==> src/rtl/sweep_seq_pkg.sv <==
package sweep_seq_pkg;

  typedef enum logic [1:0] {
    MODE_SINGLE = 2'b00,
    MODE_REPEAT = 2'b01,
    MODE_SWEEP  = 2'b10,
    MODE_LOOP   = 2'b11
  } convMode_e;

  // strobes from control to datapath
  typedef struct packed {
    logic clrIdx;
    logic incIdx;
    logic capture;
  } seqStrobes_t;

endpackage

==> src/rtl/sweep_seq_ctrl.sv <==
module sweep_seq_ctrl
  import sweep_seq_pkg::*;
#(
  parameter int FIFO_DEPTH = 8,
  parameter int IDX_W      = 3,
  parameter int LVL_W      = 4
) (
  input  logic             clk,
  input  logic             rstN,
  input  logic             go,
  input  logic             abort,
  input  logic [1:0]       convMode,
  input  logic [1:0]       trigSel,
  input  logic             convDone,
  input  logic             fifoRead,
  input  logic [IDX_W-1:0] curIdx,
  output seqStrobes_t      strb,
  output logic             startReq,
  output logic             eocOut,
  output logic             intN
);

  localparam int QUARTER = FIFO_DEPTH / 4;

  convMode_e        mode;
  logic             busy, busyNxt, startNxt;
  logic [LVL_W-1:0] level, levelBase, levelNxt;
  logic [LVL_W-1:0] seqLen;
  logic             lastEntry;

  assign mode = convMode_e'(convMode);

  // sweep length doubles as the interrupt threshold
  always_comb begin
    if (convMode[1]) seqLen = LVL_W'(QUARTER * (4 - int'(trigSel)));
    else             seqLen = LVL_W'(1);
  end

  assign lastEntry = (LVL_W'(curIdx) == seqLen - LVL_W'(1));

  always_comb begin
    strb     = '0;
    startNxt = 1'b0;
    busyNxt  = busy;
    if (abort) begin
      busyNxt = 1'b0;
    end else if (!busy) begin
      if (go) begin
        busyNxt     = 1'b1;
        startNxt    = 1'b1;
        strb.clrIdx = 1'b1;
      end
    end else if (convDone) begin
      strb.capture = 1'b1;
      unique case (mode)
        MODE_SINGLE: busyNxt = 1'b0;
        MODE_REPEAT: startNxt = 1'b1;
        MODE_SWEEP: begin
          if (lastEntry) busyNxt = 1'b0;
          else begin
            startNxt    = 1'b1;
            strb.incIdx = 1'b1;
          end
        end
        default: begin
          startNxt = 1'b1;
          if (lastEntry) strb.clrIdx = 1'b1;
          else           strb.incIdx = 1'b1;
        end
      endcase
    end
  end

  // read empties the count before a simultaneous write is added
  always_comb begin
    levelBase = fifoRead ? '0 : level;
    levelNxt  = levelBase;
    if (strb.capture && (levelBase != LVL_W'(FIFO_DEPTH)))
      levelNxt = levelBase + LVL_W'(1);
  end

  always_ff @(posedge clk or negedge rstN) begin
    if (!rstN) begin
      busy     <= 1'b0;
      startReq <= 1'b0;
      eocOut   <= 1'b1;
      intN     <= 1'b1;
      level    <= '0;
    end else begin
      busy     <= busyNxt;
      startReq <= startNxt;
      level    <= levelNxt;
      if (abort || strb.capture) eocOut <= 1'b1;
      else if (startReq)         eocOut <= 1'b0;
      if (strb.capture && (levelNxt >= seqLen)) intN <= 1'b0;
      else if (fifoRead)                        intN <= 1'b1;
    end
  end

endmodule

==> src/rtl/sweep_seq_dp.sv <==
module sweep_seq_dp
  import sweep_seq_pkg::*;
#(
  parameter int NUM_CH = 8,
  parameter int RES_W  = 10,
  parameter int IDX_W  = 3,
  parameter int CH_W   = 3
) (
  input  logic             clk,
  input  logic             rstN,
  input  seqStrobes_t      strb,
  input  logic             sweepMode,
  input  logic [1:0]       patternSel,
  input  logic [CH_W-1:0]  selChan,
  input  logic             fmtTwos,
  input  logic [RES_W-1:0] rawResult,
  output logic [IDX_W-1:0] curIdx,
  output logic [CH_W-1:0]  chanNext,
  output logic [RES_W-1:0] result,
  output logic             fifoWr
);

  logic [CH_W-1:0] patChan;

  generate
    if (NUM_CH == 4) begin : g_four
      always_comb begin
        unique case (patternSel)
          2'b10:   patChan = curIdx[2:1];
          2'b11:   patChan = {1'b0, curIdx[0]};
          default: patChan = curIdx[1:0];   // 00 falls back to 01
        endcase
      end
    end else begin : g_eight
      always_comb begin
        unique case (patternSel)
          2'b00:   patChan = curIdx;
          2'b01:   patChan = {curIdx[1:0], 1'b0};
          2'b10:   patChan = {curIdx[2:1], 1'b0};
          default: patChan = {1'b0, curIdx[0], 1'b0};
        endcase
      end
    end
  endgenerate

  assign chanNext = sweepMode ? patChan : selChan;

  always_ff @(posedge clk or negedge rstN) begin
    if (!rstN) begin
      curIdx <= '0;
      result <= '0;
      fifoWr <= 1'b0;
    end else begin
      if (strb.clrIdx)      curIdx <= '0;
      else if (strb.incIdx) curIdx <= curIdx + IDX_W'(1);
      fifoWr <= strb.capture;
      if (strb.capture)
        result <= {rawResult[RES_W-1] ^ fmtTwos, rawResult[RES_W-2:0]};
    end
  end

endmodule

==> src/rtl/sweep_sequencer.sv <==
module sweep_sequencer
  import sweep_seq_pkg::*;
#(
  parameter int NUM_CH     = 8,
  parameter int RES_W      = 10,
  parameter int FIFO_DEPTH = 8,
  localparam int CH_W      = $clog2(NUM_CH)
) (
  input  logic             clk,
  input  logic             rstN,
  input  logic             go,
  input  logic             abort,
  input  logic [1:0]       convMode,
  input  logic [1:0]       patternSel,
  input  logic [1:0]       trigSel,
  input  logic             pinSelEoc,
  input  logic             fmtTwos,
  input  logic [CH_W-1:0]  selChan,
  input  logic             convDone,
  input  logic [RES_W-1:0] rawResult,
  input  logic             fifoRead,
  output logic [CH_W-1:0]  chanNext,
  output logic             startReq,
  output logic [RES_W-1:0] result,
  output logic             fifoWr,
  output logic             pinOut
);

  localparam int IDX_W = $clog2(FIFO_DEPTH);
  localparam int LVL_W = $clog2(FIFO_DEPTH + 1);

  seqStrobes_t      strb;
  logic [IDX_W-1:0] curIdx;
  logic             eocOut, intN;

  sweep_seq_ctrl #(.FIFO_DEPTH(FIFO_DEPTH), .IDX_W(IDX_W), .LVL_W(LVL_W)) u_ctrl (
    .clk(clk), .rstN(rstN), .go(go), .abort(abort), .convMode(convMode),
    .trigSel(trigSel), .convDone(convDone), .fifoRead(fifoRead),
    .curIdx(curIdx), .strb(strb), .startReq(startReq), .eocOut(eocOut),
    .intN(intN)
  );

  sweep_seq_dp #(.NUM_CH(NUM_CH), .RES_W(RES_W), .IDX_W(IDX_W), .CH_W(CH_W)) u_dp (
    .clk(clk), .rstN(rstN), .strb(strb), .sweepMode(convMode[1]),
    .patternSel(patternSel), .selChan(selChan), .fmtTwos(fmtTwos),
    .rawResult(rawResult), .curIdx(curIdx), .chanNext(chanNext),
    .result(result), .fifoWr(fifoWr)
  );

  assign pinOut = pinSelEoc ? eocOut : intN;

endmodule

==> config.mk <==
export PLATFORM = sky130hd
export DESIGN_NAME = sweep_sequencer
export DESIGN_NICKNAME = d
export VERILOG_FILES = /design/src/rtl/sweep_seq_pkg.sv /design/src/rtl/sweep_seq_ctrl.sv /design/src/rtl/sweep_seq_dp.sv /design/src/rtl/sweep_sequencer.sv
export SDC_FILE = /design/constraint.sdc
export NUM_CORES = 1
export LEC_CHECK = 0
export BUFFER_PORTS_ARGS = -buffer_cell sky130_fd_sc_hd__buf_2
export CORE_MARGIN = 2
export CORE_UTILIZATION = 35
export CTS_BUF_LIST = sky130_fd_sc_hd__clkbuf_8 sky130_fd_sc_hd__clkbuf_16
export DETAILED_ROUTE_END_ITERATION = 7
export SLEW_MARGIN = 20
export SYNTH_ARGS = -nofsm -noshare
export SYNTH_HDL_FRONTEND = slang
export SYNTH_SLANG_ARGS = --single-unit
==> constraint.sdc <==
create_clock -name clk -period 5.4 [get_ports clk]
set_input_delay 0.81 -clock clk [delete_from_list [all_inputs] [get_ports clk]]
set_output_delay 0.81 -clock clk [all_outputs]
set_load 0.1 [all_outputs]
### Yosys cells after proc, flatten, opt, wreduce, memory -nomap -nowiden

Index checks and enable logic that the tools add are counted.

* register bits after elaboration: 22
* latch bits: 0
* bits in writable memories: 0
* memory bits (read-only): 0
* memories kept: 0

* add/subtract/negate cells: 4
* multipliers: 0
* div/mod/pow operators: 0
* order comparisons: 1
* equality and inequality tests: 6
* shift-type cells: 0
* muxes and demuxes: 28
* bitwise gates (word level): 1
* reductions and logical operators: 10

Operators by type and width (number)
* 1-bit two-way mux: 17
* 3-bit two-way mux: 5
* 4-bit two-way mux: 3
* 3-bit case mux with 3 select lines: 1
* 2-bit nonzero test: 3
* 4-bit by 1-bit adder with 4-bit output (second input constant): 1
* 2-bit by 1-bit == test with 1-bit output (second input constant): 2
* 2-bit == test (second input constant): 2
* 3-bit by 4-bit == test with 1-bit output: 1
* 4-bit >= comparator: 1
* 2-bit zero test: 2
* 4-bit != test (second input constant): 1
* 4-bit by 1-bit subtractor with 4-bit output (second input constant): 1
* 3-bit by 1-bit adder with 3-bit output (second input constant): 1
* 3-bit OR reduction: 1
* 3-bit by 2-bit subtractor with 3-bit output (first input constant): 1
* 1-bit logical AND: 2
* 2-bit two-way mux: 1
* 1-bit case mux with 2 select lines: 1
* 2-bit OR reduction: 1
* 1-bit logical OR: 1
* 1-bit XOR: 1

### Depth between registers and ports, before layout

Gate-level depths: netlist of the first run.

* depth in word-level cells: 14
* depth in mapped cells: 11

### Modules after synthesis

A second synthesis of the first run with hierarchy kept.

* cells, all modules: 112
* area, all modules: 1247.4 µm²

By module, submodules not included
* sweep_seq_dp: times used 1, cells each 44, area each 633.1 µm²
* sweep_seq_ctrl: times used 1, cells each 67, area each 599.3 µm²
* sweep_sequencer: times used 1, cells each 1, area each 15.0 µm²

### Worst setup path after synthesis of the first run

No wires, ideal clock.

* path kind: input to output
* from: input convMode[1]
* to: output chanNext[0]
* arrival: 4.084 ns
* data required time: 4.590 ns
* setup slack: 0.506 ns
* stages: 3
* path buffers: 1
* cell sequence: buf_2 inv_2 o41ai_1

* cells in the longest elaborated chain, start to end: 1

Ends and longest elaborated chain
* from (decl): line sweep_sequencer.sv:13 `input logic [1:0] convMode,`
* 3-bit two-way mux: line sweep_seq_dp.sv:46 `assign chanNext = sweepMode ? patChan : selChan;`
* to (decl): line sweep_sequencer.sv:22 `output logic [CH_W-1:0] chanNext,`

Every way passes these cells.

### Final worst setup path of the first run

* from: input abort
* to: register u_ctrl.intN

* cells in the longest elaborated chain, start to end: 6

Ends and longest elaborated chain
* from (decl): line sweep_sequencer.sv:12 `input logic abort,`
* 3-bit two-way mux *: line sweep_seq_ctrl.sv:45 `if (abort) begin`
* 1-bit logical AND: line sweep_seq_ctrl.sv:78 `if (strb.capture && (levelBase != LVL_W'(FIFO_DEPTH)))`
* 4-bit two-way mux: line sweep_seq_ctrl.sv:78
* 4-bit >= comparator: line sweep_seq_ctrl.sv:95 `if (strb.capture && (levelNxt >= seqLen)) intN <= 1'b0;`
* 1-bit logical AND *: line sweep_seq_ctrl.sv:95
* 1-bit two-way mux / 2-bit nonzero test (equally long branches)
* to (signal assigned): line sweep_seq_ctrl.sv:87 `intN <= 1'b1;`
* to (signal assigned): line sweep_seq_ctrl.sv:95
* to (signal assigned): line sweep_seq_ctrl.sv:96 `else if (fifoRead) intN <= 1'b1;`
* to (decl): line sweep_seq_ctrl.sv:20 `output logic intN`

Every way passes the cells marked *; elsewhere a longest branch is shown, timed or not.
A chain may end at the register's enable or synchronous reset.

==> flow_summary.ini, run 1 <==
[run_status]
status = completed

[yosys]
synth.cell_area_um2 = 1250
synth_seq_cells = 22
yosysTopAreaCell = dfrtp_1
synth_edf_count = 0
synthArstFlopShare_pct = 100
yosys.area.top_type_share_pct = 40.2
yosysMostFrequentCell = nand2_1
synthTopCellsByCount = nand2_1 (37), dfrtp_1 (20), nor2_1 (11), ha_1 (8), inv_1 (7)
ys_types = 33
ys_seq_area_share_pct = 44.4
postSynthAreaPerCell_um2 = 9.23
synth_cells = 135
ys_warn_count = 0
syn_nets = 170
synth_top_flop_cell = dfrtp_1
synth.area.top_cells = dfrtp_1 (40%), nand2_1 (11%), ha_1 (8.0%)

[power]
p_sw_uw = 243
irDropWorstVdd_v = 0.000184
p_int_uw = 291
swShare_pct = 45.5
pwr-share-clk_pct = 21.6
powerDensity_nw_per_um2 = 343
leakagePower_uw = 0.000833
combPwrFrac_pct = 41.5
seq_power_share_pct = 36.9

[final_layout]
multi_input_area_um2 = 647
diodes = 0
syn2layout_area_growth_pct = 24.9
final_cells = 224
num-nets-final = 214
ff_latch_area_um2 = 553
fillCellCount = 345
final_layout_size_suffix_gt1_share_pct = 30.9

[routing]
avgViaCountPerCell = 4.76
wire_per_inst_um = 12.0
wl_um = 2690
drc = 0
drt_first_pass_iters = 4
drtIter0Drc = 48
via_count = 1066
drtAntennaViolNets = 0

[timing]
slew_headroom_pct = 57.2
finalSetupViolCount = 0
clock.fmax_ghz = 0.345
final.setup_skew_ns = 0.00325
rsz0062_at_grt = false
hold_viol_final = 0
fin_crit_sh_pct = 53.7
worstMarginPinSlew_ns = 0.641
layout_min_cycle_time_ns = 2.90
maxSlewViolCount = 0
finalSetupTns_ns = 0

[clocking]
cts_setup_buffers = 0
cts-root-buf = clkbuf_8
cts_tree = built
clkTransAtPathRegs_ns = 0.07
cts_hold_buffers = 0
clk_path_buf_depth = 2
cts_buffers = 3
cts-resized-gates = 0
cts.sinks = 22
insertion_delay_ns = 0.26
htreeDepth = 1

[setup_path]
end_kind = register
cp-start-kind = primary input
cp-endpoint = u_ctrl.intN$_DFFE_PN1P_
worstPathArrival_ns = 3.11
r2r_slack_ns = 2.78
crit_path_max_fanout = 16
reg2reg_depth = 9
cp.required_ns = 5.61
r2r-end = u_ctrl.intN$_DFFE_PN1P_
critPathKind = in2reg
critPathLaunch = abort
r2r-start = u_ctrl.busy$_DFF_PN0_

[place]
place_congestion = 0.785
placed_cells = 220
port_buffers = 42
dp_hpwl_um = 2090

[global_routing]
track_usage_pct = 14.4
grt_pass1_wl_um = 4630
antenna_found_initial = 0
grt_max_degree = 23
grt_pass1_vias = 1010
grt.overflow.total = 0

[floorplanning]
core.rowCount = 21
coreArea_um2 = 3390
dieHeight_um = 63.7
die_w_um = 63.7
dieArea_um2 = 4050
io_pins = 43
initial_utilization_pct = 36.8

[run]
maxCapViolations = 0

[min_path]
hold_class = reg2reg
flip-flops by register name (all words and copies together), names as in the netlist:
register         count
u_ctrl.busy          1
u_ctrl.eocOut        1
u_ctrl.intN          1
u_ctrl.level         4
u_ctrl.startReq      1
u_dp.curIdx          3
u_dp.fifoWr          1
u_dp.result         10
routing by layer:
metal / global-route usage [%] / wire, um / part of all wire, %
met5: 0 / 0 / 0
met4: 4.62 / 20 / 0.74
met3: 4.11 / 104 / 3.9
met2: 24.5 / 1410 / 52
met1: 17.6 / 1160 / 43
layout by cell type, fill, tap and decap left out:
master / count
dfstp_2: 2
mux2_2: 1
a21o_1: 2
xnor2_1: 2
o21ai_1: 5
buf_2: 42
o21bai_1: 1
nand2_1: 37
a31oi_4: 1
dfrtp_1: 20
o22a_1: 1
nand3b_1: 3
a41o_1: 1
ha_1: 8
nor4bb_4: 1
xor2_1: 3
o211ai_1: 2
nand2b_1: 3
a21oi_1: 4
nor3b_1: 1
or3_1: 1
a311oi_2: 1
o41ai_1: 1
nand4_1: 1
inv_2: 2
inv_1: 7
mux2i_1: 3
a31oi_1: 2
nor2_1: 11
clkbuf_8: 4
o21a_1: 2
or2_4: 1
nor2b_1: 2
stage by stage:
stage / util (%) / hold slack, ns / cell area (um^2) / setup slack, ns / total power (uW)
final: 45.9 / 0.481 / 1560 / 2.50 / 534
after global routing: 45.9 / 0.512 / 1560 / 2.30 / 559
after CTS: 45.9 / 0.482 / 1560 / 2.51 / 541
after detailed placement: 44.3 / 0.465 / 1500 / 2.24 / 423
after global placement: 44.3 / 0.458 / 1500 / 2.32 / 419
after floorplan: - / 0.509 / 1250 / 0.506 / 378
cell type report:
type | count | area share, %
inverters | 9 | 2.17
well taps | 46 | 3.70
multi-input cells | 101 | 41.6
flip-flops and latches | 22 | 35.5
clock buffers | 4 | 3.54
repair buffers | 42 | 13.5
worst max-delay path: stages:
cell and delay, ns:
buf_2 0.12, nand3b_1 0.52, a31oi_1 0.47, xnor2_1 0.19
ha_1 0.26, nand2b_1 0.14, a21o_1 0.17, a21o_1 0.16
a21oi_1 0.13, o22a_1 0.13
how the worst min path moves through the flow:
stage,slack [ns],depth (start not counted),end,start
final,0.48,2,u_dp.result[0]$_DFFE_PN0P_,u_dp.result[0]$_DFFE_PN0P_
after global routing,0.51,2,u_dp.result[5]$_DFFE_PN0P_,u_dp.result[5]$_DFFE_PN0P_
after CTS,0.48,2,u_dp.result[1]$_DFFE_PN0P_,u_dp.result[1]$_DFFE_PN0P_
after detailed placement,0.47,2,u_dp.result[1]$_DFFE_PN0P_,u_dp.result[1]$_DFFE_PN0P_
after global placement,0.46,2,u_dp.result[5]$_DFFE_PN0P_,u_dp.result[5]$_DFFE_PN0P_
after floorplan,0.51,0,u_ctrl.busy$_DFF_PN0_,rstN
cells by family after synthesis:
kind of cell	count (synthesis)	share of synthesized area [%]
adders and majority gates	8	8.03
and+or+nand+nor	61	23.1
xor gates and xnor gates	5	3.51
muxes	4	3.31
AOI/OAI and AO/OA	23	14.0
buffers and inverters	12	3.72
DFF	22	44.4
power groups by stage:
stage	logic (uW)	clock network, uW	registers [uW]
finish	221	116	197
CTS	223	121	197
global placement	220	0	199
floorplan	58.3	0	320
detailed placement	223	0	200
global route	233	126	199
Note: power is estimated with default switching activity, not from simulation.
==> inputs of run 2 (changes only) <==
- clock period: 5.4 -> 2.8 ns (I/O delays scaled with it)
==> run 2 against run 1 <==
Compared with the run above: routed wire length is 1.9% higher; final cell count is 0.45% higher; register-to-register slack got worse by 2.4 ns; combinational power is 95% higher; utilization increased by 0.92 points; critical path depth is 1 higher; clock skew about the same; non-clock buffer count increased by 1; worst setup slack worse by 2.1 ns; largest power group unchanged; critical endpoint unchanged; clock power increased to 2.5 times the previous value.
==> flow_summary.ini, run 2 (synthesis gave the netlist of run 1 again) <==
[routing]
avgViaCountPerCell = 4.65
drt_first_pass_iters = 4
wl_um = 2750
drtAntennaViolNets = 0
wire_per_inst_um = 12.2
via_count = 1046
drtIter0Drc = 34
drc = 0

[setup_path]
path_buf_inv = 1
crit_path_max_incr_delay_ns = 0.35
crit_family = compound AO/OA/AOI/OAI gates
cp_slowest_cell = dfrtp_1
worstPathArrival_ns = 2.61
cp.required_ns = 3.01
crit_chain = nor2b_1 > inv_1 > ha_1 > a31oi_1 > xnor2_1 > ha_1 > nand2b_1 > a21o_1 > a21o_1 > a21oi_1 > o22a_1
critPathKind = reg2reg
crit_path_max_fanout = 3
end_kind = register
cp-start-kind = register

[power]
irDropWorstVdd_v = 0.000238
powerDensity_nw_per_um2 = 695
power_uw = 1100
seq_power_share_pct = 34.4
p_sw_uw = 475
leakagePower_uw = 0.000849
combPwrFrac_pct = 39.0
swShare_pct = 43.0
p_int_uw = 628
pwr-share-clk_pct = 26.6

[timing]
post-route-worst-setup-slack_ns = 0.399
hold_viol_final = 0
worstMarginPinSlew_ns = 0.495
finalSetupViolCount = 0
finalSetupTns_ns = 0
slew_headroom_pct = 67.0
rsz0062_at_grt = false
fin_crit_sh_pct = 85.8
clock.fmax_ghz = 0.416
final.setup_skew_ns = 0.00290
maxSlewViolCount = 0
layout_min_cycle_time_ns = 2.40

[place]
dp_hpwl_um = 2150
placed_cells = 221
port_buffers = 42
place_congestion = 0.742
post-place-ws_ns = 0.213

[clocking]
cts.sinks = 22
insertion_delay_ns = 0.26
cts_setup_buffers = 0
cts_hold_buffers = 0
cts-resized-gates = 0
cts-root-buf = clkbuf_8
clkTransAtPathRegs_ns = 0.08
cts_buffers = 3
clk_path_buf_depth = 2
cts_tree = built
htreeDepth = 1

[final_layout]
final_layout_size_suffix_gt1_share_pct = 31.8
utilization_pct = 46.8
layout_commonest_cell = buf_2
syn2layout_area_growth_pct = 27.4
max_flop_register = u_dp.result
final_cell_mix = buf_2 (42), nand2_1 (37), dfrtp_1 (20)
final_cells = 225
num-nets-final = 215
reg_top3 = u_dp.result (10), u_ctrl.level (4), u_dp.curIdx (3)
diodes = 0
fillCellCount = 317
largest_reg_flops = 10

[floorplanning]
dieArea_um2 = 4050
dieHeight_um = 63.7
coreArea_um2 = 3390
io_pins = 43
initial_utilization_pct = 36.8
die_w_um = 63.7
core.rowCount = 21

[global_routing]
grt_pass1_vias = 1046
grt_max_degree = 23
grt.overflow.total = 0
grt_pass1_wl_um = 4710
track_usage_pct = 14.9
antenna_found_initial = 0

[run_status]
status = completed

[run]
maxCapViolations = 0

[min_path]
hold_class = in2async
## run 2: worst reg2reg max path, stage by stage (launching register included)
cell and delay (ns):
dfrtp_1 0.35, nor2b_1 0.18, inv_1 0.09, ha_1 0.22, a31oi_1 0.31, xnor2_1 0.19
ha_1 0.26, nand2b_1 0.14, a21o_1 0.17, a21o_1 0.17, a21oi_1 0.13, o22a_1 0.13
## run 2: cell type report
cell class                 instances  area (um^2)  share of cell area, %
tap                               46         57.6                   3.62
multi-input combinational        101          654                   41.2
sequential                        22          553                   34.8
timing repair buffer              43          218                   13.7
clock buffer                       3         41.3                   2.60
clock inverter                     1         30.0                   1.89
inverter                           9         33.8                   2.13
## run 2: path summary, 6_finish.rpt
path / cells after the start / to / slack [ns] / startpoint
min: 1 / u_dp.result[7]$_DFFE_PN0P_ / 0.11 / rstN
min reg2reg: 2 / u_dp.result[2]$_DFFE_PN0P_ / 0.47 / u_dp.result[2]$_DFFE_PN0P_
max: 11 / u_ctrl.intN$_DFFE_PN1P_ / 0.40 / u_ctrl.level[1]$_DFF_PN0_
max in group asynchronous: 1 / u_ctrl.intN$_DFFE_PN1P_ / 2.33 / rstN
max reg2reg: 11 / u_ctrl.intN$_DFFE_PN1P_ / 0.40 / u_ctrl.level[1]$_DFF_PN0_
min in group clk: 3 / u_dp.result[2]$_DFFE_PN0P_ / 0.34 / rawResult[2]
## run 2: power groups by stage
stage	Clock, uW	Sequential, uW	Combinational (uW)
after floorplan	0	617	113
after global placement	0	383	426
after detailed placement	0	385	432
after CTS	304	379	433
after global routing	327	384	453
final	294	379	430
## run 2: through the flow
stage / hold WS (ns) / cell area (um^2)
final: 0.112 / 1590
after global routing: 0.135 / 1590
after CTS: 0.126 / 1590
after detailed placement: 0.419 / 1520
after global placement: 0.406 / 1520
after floorplan: 0.124 / 1250
## run 2: per-layer routing
| metal | vias to the layer above | share of wire [%] | global-route usage [%] |
|---|---|---|---|
| li1 | 537 | - | - |
| met1 | 489 | 43 | 17.2 |
| met2 | 16 | 54 | 28.2 |
| met3 | 4 | 1.7 | 1.61 |
| met4 | 0 | 0.95 | 4.89 |
| met5 | - | 0 | 0 |
